===== src/rtl/flu_pkg.sv =====
`timescale 1ns/1ps
package flu_pkg;
  typedef enum logic [1:0] {
    OP_IDLE   = 2'd0,
    OP_ERASE  = 2'd1,
    OP_PROG   = 2'd2,
    OP_STATUS = 2'd3
  } flash_op_e;

  localparam logic [31:0] SYNC_WORD = 32'hAA99_5566;

  typedef enum logic [3:0] {
    S_IDLE, S_ERASE, S_POLL, S_WAIT, S_RECV, S_CHECK,
    S_PROG, S_DATA, S_SYNC, S_SDATA, S_DONE, S_ERR
  } seq_state_e;
endpackage


===== src/rtl/flu_sync_find.sv =====
`timescale 1ns/1ps
module flu_sync_find
  import flu_pkg::*;
#(
  parameter int IW     = 17,
  parameter int SEARCH = 256,
  localparam int OW    = $clog2(SEARCH)
) (
  input  logic          clk,
  input  logic          rst,
  input  logic          clear,
  input  logic          vld,
  input  logic [7:0]    data,
  input  logic [IW-1:0] idx,
  output logic          found,
  output logic [OW-1:0] offset
);
  logic [23:0] hist;
  logic        hit;

  // idx is the position of the byte that completes the word
  assign hit = vld && !found && (idx >= IW'(3)) && (idx < IW'(SEARCH)) &&
               ({hist, data} == SYNC_WORD);

  always_ff @(posedge clk) begin
    if (rst || clear) begin
      hist   <= '0;
      found  <= 1'b0;
      offset <= '0;
    end else begin
      if (vld) hist <= {hist[15:0], data};
      if (hit) begin
        found  <= 1'b1;
        offset <= OW'(idx - IW'(3));
      end
    end
  end

  // the first match in the window is kept for the rest of the update
  p_match_held_r5: assert property (@(posedge clk) disable iff (rst)
    (found && !clear) |=> (found && $stable(offset)));
endmodule


===== src/rtl/flu_page_buf.sv =====
`timescale 1ns/1ps
module flu_page_buf #(
  parameter int DEPTH = 256,
  parameter int DW    = 8,
  localparam int AW   = $clog2(DEPTH)
) (
  input  logic          clk,
  input  logic          we,
  input  logic [AW-1:0] waddr,
  input  logic [DW-1:0] wdata,
  input  logic [AW-1:0] raddr,
  output logic [DW-1:0] rdata
);
  logic [DW-1:0] mem [DEPTH];

  always_ff @(posedge clk) begin
    if (we) mem[waddr] <= wdata;
    rdata <= mem[raddr];
  end
endmodule


===== src/rtl/flash_image_updater.sv =====
`timescale 1ns/1ps
module flash_image_updater
  import flu_pkg::*;
#(
  parameter int AW          = 24,
  parameter int PAGE        = 256,
  parameter int SECTOR      = 4096,
  parameter int ACT_SECTORS = 16,
  parameter logic [AW-1:0] ACT_BASE = 24'h10_0000,
  parameter int SEARCH      = 256
) (
  input  logic          clk,
  input  logic          rst,
  input  logic          img_valid,
  output logic          img_ready,
  input  logic [7:0]    img_data,
  input  logic          img_first,
  input  logic          img_last,
  output logic          fl_cmd_valid,
  input  logic          fl_cmd_ready,
  output logic [1:0]    fl_cmd_op,
  output logic [AW-1:0] fl_cmd_addr,
  output logic          fl_wr_valid,
  output logic [7:0]    fl_wr_data,
  output logic          fl_wr_last,
  input  logic          fl_st_valid,
  input  logic          fl_st_busy,
  output logic          busy,
  output logic          done,
  output logic          error
);
  localparam int REGION = SECTOR * ACT_SECTORS;
  localparam int NPAGES = REGION / PAGE;
  localparam int PW     = $clog2(PAGE);
  localparam int PGW    = PW + 1;
  localparam int IW     = $clog2(REGION) + 1;
  localparam int SW     = $clog2(ACT_SECTORS + 1);
  localparam int PIW    = $clog2(NPAGES + 1);
  localparam int OW     = $clog2(SEARCH);

  seq_state_e     st, ret;
  logic [SW-1:0]  sec_idx;
  logic [PIW-1:0] page_idx;
  logic [PGW-1:0] pg_cnt, rd_idx, rd_pos;
  logic [IW-1:0]  img_cnt;
  logic           last_seen, rd_vld, patch, sync_done;
  logic [1:0]     sk;
  logic [7:0]     mem_q, sync_byte;
  logic           found;
  logic [OW-1:0]  sync_off;
  flash_op_e      cmd_op;

  logic start, room, buf_we;
  assign start  = img_valid && img_first && (st == S_IDLE || st == S_DONE || st == S_ERR);
  assign room   = (img_cnt != IW'(REGION));
  assign buf_we = (st == S_RECV) && img_valid && room;
  assign img_ready = (st == S_RECV);

  flu_sync_find #(.IW(IW), .SEARCH(SEARCH)) u_find (
    .clk(clk), .rst(rst), .clear(start), .vld(buf_we), .data(img_data),
    .idx(img_cnt), .found(found), .offset(sync_off)
  );

  flu_page_buf #(.DEPTH(PAGE), .DW(8)) u_buf (
    .clk(clk), .we(buf_we), .waddr(pg_cnt[PW-1:0]), .wdata(img_data),
    .raddr(rd_idx[PW-1:0]), .rdata(mem_q)
  );

  // command decode from registered state
  always_comb begin
    fl_cmd_valid = 1'b0;
    cmd_op       = OP_IDLE;
    fl_cmd_addr  = '0;
    case (st)
      S_ERASE: begin
        fl_cmd_valid = 1'b1;
        cmd_op       = OP_ERASE;
        fl_cmd_addr  = ACT_BASE + AW'(sec_idx) * AW'(SECTOR);
      end
      S_PROG: begin
        fl_cmd_valid = 1'b1;
        cmd_op       = OP_PROG;
        fl_cmd_addr  = ACT_BASE + AW'(page_idx) * AW'(PAGE);
      end
      S_SYNC: begin
        fl_cmd_valid = 1'b1;
        cmd_op       = OP_PROG;
        fl_cmd_addr  = ACT_BASE + AW'(sync_off);
      end
      S_POLL: begin
        fl_cmd_valid = 1'b1;
        cmd_op       = OP_STATUS;
      end
      default: ;
    endcase
  end
  assign fl_cmd_op = cmd_op;

  always_comb begin
    case (sk)
      2'd0:    sync_byte = SYNC_WORD[31:24];
      2'd1:    sync_byte = SYNC_WORD[23:16];
      2'd2:    sync_byte = SYNC_WORD[15:8];
      default: sync_byte = SYNC_WORD[7:0];
    endcase
  end

  assign fl_wr_valid = rd_vld || (st == S_SDATA);
  assign fl_wr_data  = (st == S_SDATA) ? sync_byte : (patch ? 8'hFF : mem_q);
  assign fl_wr_last  = (rd_vld && rd_pos == pg_cnt - PGW'(1)) ||
                       (st == S_SDATA && sk == 2'd3);

  always_ff @(posedge clk) begin
    if (rst) begin
      st <= S_IDLE; ret <= S_IDLE;
      sec_idx <= '0; page_idx <= '0; pg_cnt <= '0; img_cnt <= '0;
      rd_idx <= '0; rd_pos <= '0; rd_vld <= 1'b0; patch <= 1'b0;
      last_seen <= 1'b0; sync_done <= 1'b0; sk <= '0;
      busy <= 1'b0; done <= 1'b0; error <= 1'b0;
    end else begin
      rd_vld <= 1'b0;
      case (st)
        S_IDLE, S_DONE, S_ERR: if (start) begin
          st <= S_ERASE;
          sec_idx <= '0; page_idx <= '0; pg_cnt <= '0; img_cnt <= '0;
          last_seen <= 1'b0; sync_done <= 1'b0;
          busy <= 1'b1; done <= 1'b0; error <= 1'b0;
        end
        S_ERASE: if (fl_cmd_ready) begin
          sec_idx <= sec_idx + SW'(1);
          ret <= (sec_idx == SW'(ACT_SECTORS - 1)) ? S_RECV : S_ERASE;
          st  <= S_POLL;
        end
        S_POLL: if (fl_cmd_ready) st <= S_WAIT;
        S_WAIT: if (fl_st_valid) begin
          if (fl_st_busy) st <= S_POLL;
          else begin
            st <= ret;
            if (ret == S_DONE) begin
              done <= 1'b1;
              busy <= 1'b0;
            end
          end
        end
        S_RECV: if (img_valid) begin
          if (!room) begin
            st <= S_ERR; error <= 1'b1; busy <= 1'b0;
          end else begin
            pg_cnt  <= pg_cnt + PGW'(1);
            img_cnt <= img_cnt + IW'(1);
            if (img_last || pg_cnt == PGW'(PAGE - 1)) begin
              st <= S_CHECK;
              last_seen <= img_last;
            end
          end
        end
        S_CHECK: begin
          if (!found) begin
            st <= S_ERR; error <= 1'b1; busy <= 1'b0;
          end else st <= S_PROG;
        end
        S_PROG: if (fl_cmd_ready) begin
          st <= S_DATA;
          rd_idx <= '0;
        end
        S_DATA: begin
          if (rd_idx < pg_cnt) begin
            rd_vld <= 1'b1;
            rd_idx <= rd_idx + PGW'(1);
            rd_pos <= rd_idx;
            patch  <= (page_idx == '0) && (rd_idx >= PGW'(sync_off)) &&
                      (rd_idx < PGW'(sync_off) + PGW'(4));
          end
          if (rd_vld && rd_pos == pg_cnt - PGW'(1)) begin
            st <= S_POLL;
            page_idx <= page_idx + PIW'(1);
            pg_cnt <= '0;
            ret <= last_seen ? S_SYNC : S_RECV;
          end
        end
        S_SYNC: if (fl_cmd_ready) begin
          st <= S_SDATA;
          sk <= '0;
        end
        S_SDATA: begin
          sk <= sk + 2'd1;
          if (sk == 2'd3) begin
            st <= S_POLL;
            ret <= S_DONE;
            sync_done <= 1'b1;
          end
        end
        default: st <= S_IDLE;
      endcase
    end
  end

  // write-in-progress tracker used only by the checks below
  logic wip_chk;
  always_ff @(posedge clk) begin
    if (rst) wip_chk <= 1'b0;
    else if (fl_cmd_valid && fl_cmd_ready && fl_cmd_op != OP_STATUS) wip_chk <= 1'b1;
    else if (fl_st_valid && !fl_st_busy) wip_chk <= 1'b0;
  end

  p_region_only_r2: assert property (@(posedge clk) disable iff (rst)
    (fl_cmd_valid && fl_cmd_op != OP_STATUS) |->
      (fl_cmd_addr >= ACT_BASE && fl_cmd_addr < ACT_BASE + AW'(REGION)));

  p_poll_before_cmd_r3: assert property (@(posedge clk) disable iff (rst)
    (fl_cmd_valid && fl_cmd_op != OP_STATUS) |-> !wip_chk);

  p_erase_before_prog_r1: assert property (@(posedge clk) disable iff (rst)
    (fl_cmd_valid && fl_cmd_op == OP_PROG) |-> (sec_idx == SW'(ACT_SECTORS)));

  p_done_after_commit_r9: assert property (@(posedge clk) disable iff (rst)
    $rose(done) |-> (sync_done && !error));

  p_error_no_commit_r7: assert property (@(posedge clk) disable iff (rst)
    $rose(error) |-> !sync_done);

  p_stall_input_r10: assert property (@(posedge clk) disable iff (rst)
    (fl_wr_valid || fl_cmd_valid) |-> !img_ready);
endmodule


===== config.mk =====
export PLATFORM = sky130hd
export DESIGN_NAME = flash_image_updater
export DESIGN_NICKNAME = d
export VERILOG_FILES = /design/src/rtl/flu_pkg.sv /design/src/rtl/flu_sync_find.sv /design/src/rtl/flu_page_buf.sv /design/src/rtl/flash_image_updater.sv
export SDC_FILE = /design/constraint.sdc
export NUM_CORES = 2
export LEC_CHECK = 0
export ABC_CLOCK_PERIOD_IN_PS = 3700
export BUFFER_PORTS_ARGS = -buffer_cell sky130_fd_sc_hd__buf_2
export CAP_MARGIN = 25
export CORE_UTILIZATION = 40
export CTS_CLUSTER_DIAMETER = 50
export CTS_CLUSTER_SIZE = 20
export DETAILED_ROUTE_END_ITERATION = 10
export SYNTH_ARGS = -nofsm -noshare
export SYNTH_HDL_FRONTEND = slang
export SYNTH_SLANG_ARGS = --single-unit

===== constraint.sdc =====
create_clock -name clk -period 3.7 [get_ports clk]
set_clock_uncertainty 0.15 [all_clocks]
set_input_delay 0.185 -clock clk [delete_from_list [all_inputs] [get_ports clk]]
set_output_delay 0.185 -clock clk [all_outputs]
set_load 0.005 [all_outputs]

==> run_results.csv <==
group,metric,value,unit
drt,first_pass_iters,5,
cts,clock_latency,0.84,ns
sta,timing.final.crit_share,0.975,
drt,antenna_left,0,
drt,wl_met3,22100,µm
cts,h-tree-depth,4,
drt,vias_per_cell,5.87,
power,peakVddDrop,553,µV
yosys,synth_top_area_frac,0.717,
sta,finalMaxSlewViolations,0,
cts,cts_root_buf,"clkbuf_16",
drt,wire_per_inst,30.3,µm
yosys,ys_warn_count,0,
yosys,syn_avg_cell_area,19.1,µm²
sta,fmax,277,MHz
power,p_leak,30.7,nW
cts,cts.sinks,2163,
placed_design,dp_hpwl,152000,µm
floorplanning,io_pins,57,
yosys,synth-seq-area-share,0.744,
sta,min_period,3.61,ns
floorplanning,die_y,465,µm
drt,via_count,46731,
global_route,grt_usage,0.221,
global_route,grt_pass1_vias,45846,
drt,met1Wirelength,98600,µm
finish,final_layout_size_suffix_gt1_frac,0.278,
drt,wl_met2,113000,µm
drt,top_layer_used,"met5",
finish,num-fill-cells,17750,
outcome,status,"complete, no violations",
drt,drc,0,
placed_design,numPortBuffers,50,
sta,max_slew_margin,0.263,
yosys,synthCells,4502,
setup_path,crit_required,4.27,ns
cts,clk_pin_slew,0.09,ns
power,p_per_area,490,nW/µm²
setup_path,regToRegSetupSlack,0.09,ns
placed_design,gp_congestion,0.889,
power,total_power,48.6,mW
finish,final_cell_mix,"2048 x edfxtp_1, 478 x mux4_2, 474 x buf_4",
floorplanning,chipWidth,465,µm
global_route,grt_max_degree,174,
worst_hold_path,hp-class,"primary input to flip-flop",
cts,cts_tree,"yes",
cts,cts_buffers,173,
yosys,ys_seq_elements,2163,
global_route,antenna_found_initial,8,
setup_path,critical_path.startpoint_type,"flip-flop",
run,cap_violations,0,
sta,worst_pin_slew,1.10,ns
cts,clockBufferDepth,3,
setup_path,crit_fanout,29,
global_route,overflow,0,
sta,finalSetupViolCount,0,
finish,fin_nets,5048,
yosys,yosysUniqueCellTypes,92,
setup_path,path_class,"flip-flop to flip-flop",
global_route,grt_pass1_wl,342000,µm
drt,wl,241000,µm
yosys,async_flop_share,0,
finish,syn2layout_area_growth,15.6,%
yosys,synth_edf_count,2048,
drt,first_iter_violations,5816,
sta,fin_setup_tns,0,ns
sta,holdWs,0.136,ns
sta,hold_viol,0,
finish,final_common_cell,"edfxtp_1",
floorplanning,die_area,216000,µm²
yosys,ys.flop_type,"edfxtp_1",
setup_path,end_kind,"flip-flop",
floorplanning,start_util,0.404,
yosys,yosys.area.top_type,"edfxtp_1",
yosys,ys_top_cells_by_area,"edfxtp_1 72%, mux4_2 13%, dfxtp_1 2.7%",
yosys,synth_area,85800,µm²
floorplanning,fp-row-count,169,
floorplanning,core,213000,µm²
setup_path,cp.arrival,4.18,ns
finish,stdcell_count,7956,
placed_design,dp_cells,7616,
## through the flow
step / util / setup slack, ns / cell area (µm²)
floorplan: - / 0.628 / 85800
global placement: 0.437 / -0.176 / 92800
detailed placement: 0.437 / -0.0661 / 92900
CTS: 0.466 / 0.0296 / 99100
global route: 0.466 / -0.00618 / 99100
finish: 0.466 / 0.0937 / 99100
## registers in the layout, summed over array words and instances, names as in the netlist, 9 cells and up
register	cells
u_buf.mem	2048
u_find.hist	24
img_cnt	17
page_idx	9
pg_cnt	9
rd_idx	9
rd_pos	9
## area by class of cell
cell class	instances	area [µm²]	area share
tap	2821	3530	0.0356
multi-input combinational	2016	20500	0.207
timing repair buffer	594	5090	0.0513
sequential	2163	63800	0.644
clock buffer	180	4410	0.0445
inverter	43	163	0.00164
antenna	2	5.00	0.0000505
clock inverter	137	1630	0.0165
## synthesized netlist by cell type (13+ instances only)
master and instances:
a211oi_1 35, a21oi_1 134, a221oi_1 22, a22o_1 17, a22oi_1 89, a31oi_1 20, buf_1 23, buf_2 67
buf_4 43, buf_6 13, clkbuf_1 136, dfxtp_1 115, edfxtp_1 2048, ha_1 41, inv_1 40, mux2i_1 153
mux4_2 478, nand2_1 141, nand3_1 76, nand4_1 26, nor2_1 374, nor2b_1 17, nor3_1 26, nor4_1 21
o21ai_0 54, o221ai_1 30, o22ai_1 27, or3_1 14, xor2_1 27
## metal layers
layer  track usage  up-vias
li1              -    19398
met1         0.311    24699
met2         0.344     2251
met3        0.0448      381
met4        0.0706        2
met5             0        -
## path summary, 6_finish.rpt
| kind | end | start | cells past startpoint |
|---|---|---|---|
| setup / recovery | u_buf.rdata[3] | rd_idx[1] | 8 |
| hold / removal | rd_pos[0] | rst | 4 |
| setup reg to reg | u_buf.rdata[3] | rd_idx[1] | 8 |
| hold reg to reg | u_find.hist[17] | u_find.hist[17] | 2 |
## critical path: stages (launching register included)
cell and delay, ns:
dfxtp_4 0.76, buf_12 0.30, mux2i_1 0.38, o22ai_1 0.19
o41ai_1 0.75, a31oi_1 0.22, or3_1 0.43, o2111ai_1 0.10
o221ai_1 0.14
## power breakdown
part	leakage [nW]	internal (mW)	switching (mW)
clock network	2.92	10.1	9.67
logic	8.41	0.634	1.34
registers	19.3	26.8	0.0691
total	30.7	37.5	11.1
## kinds of logic after synthesis
group | Yosys count | share of synthesized area
AO/OA/AOI/OAI | 525 | 0.0420
XOR/XNOR | 39 | 0.00398
adder cells (fa/ha/maj) | 41 | 0.00598
buffers and inverters | 328 | 0.0189
flip-flops | 2163 | 0.744
multiplexers | 634 | 0.144
other | 1 | 0.0000437
AND/OR/NAND/NOR | 771 | 0.0414
## what timing repair did
action | in CTS | in global routing
gates resized for setup | 1 | 5
hold buffers | 18 | 0
endpoints found under the hold margin | 555 | 0
setup buffers | 3 | 0
setup endpoints to repair | 2 | 4
Power figures use the tool's default switching activity.
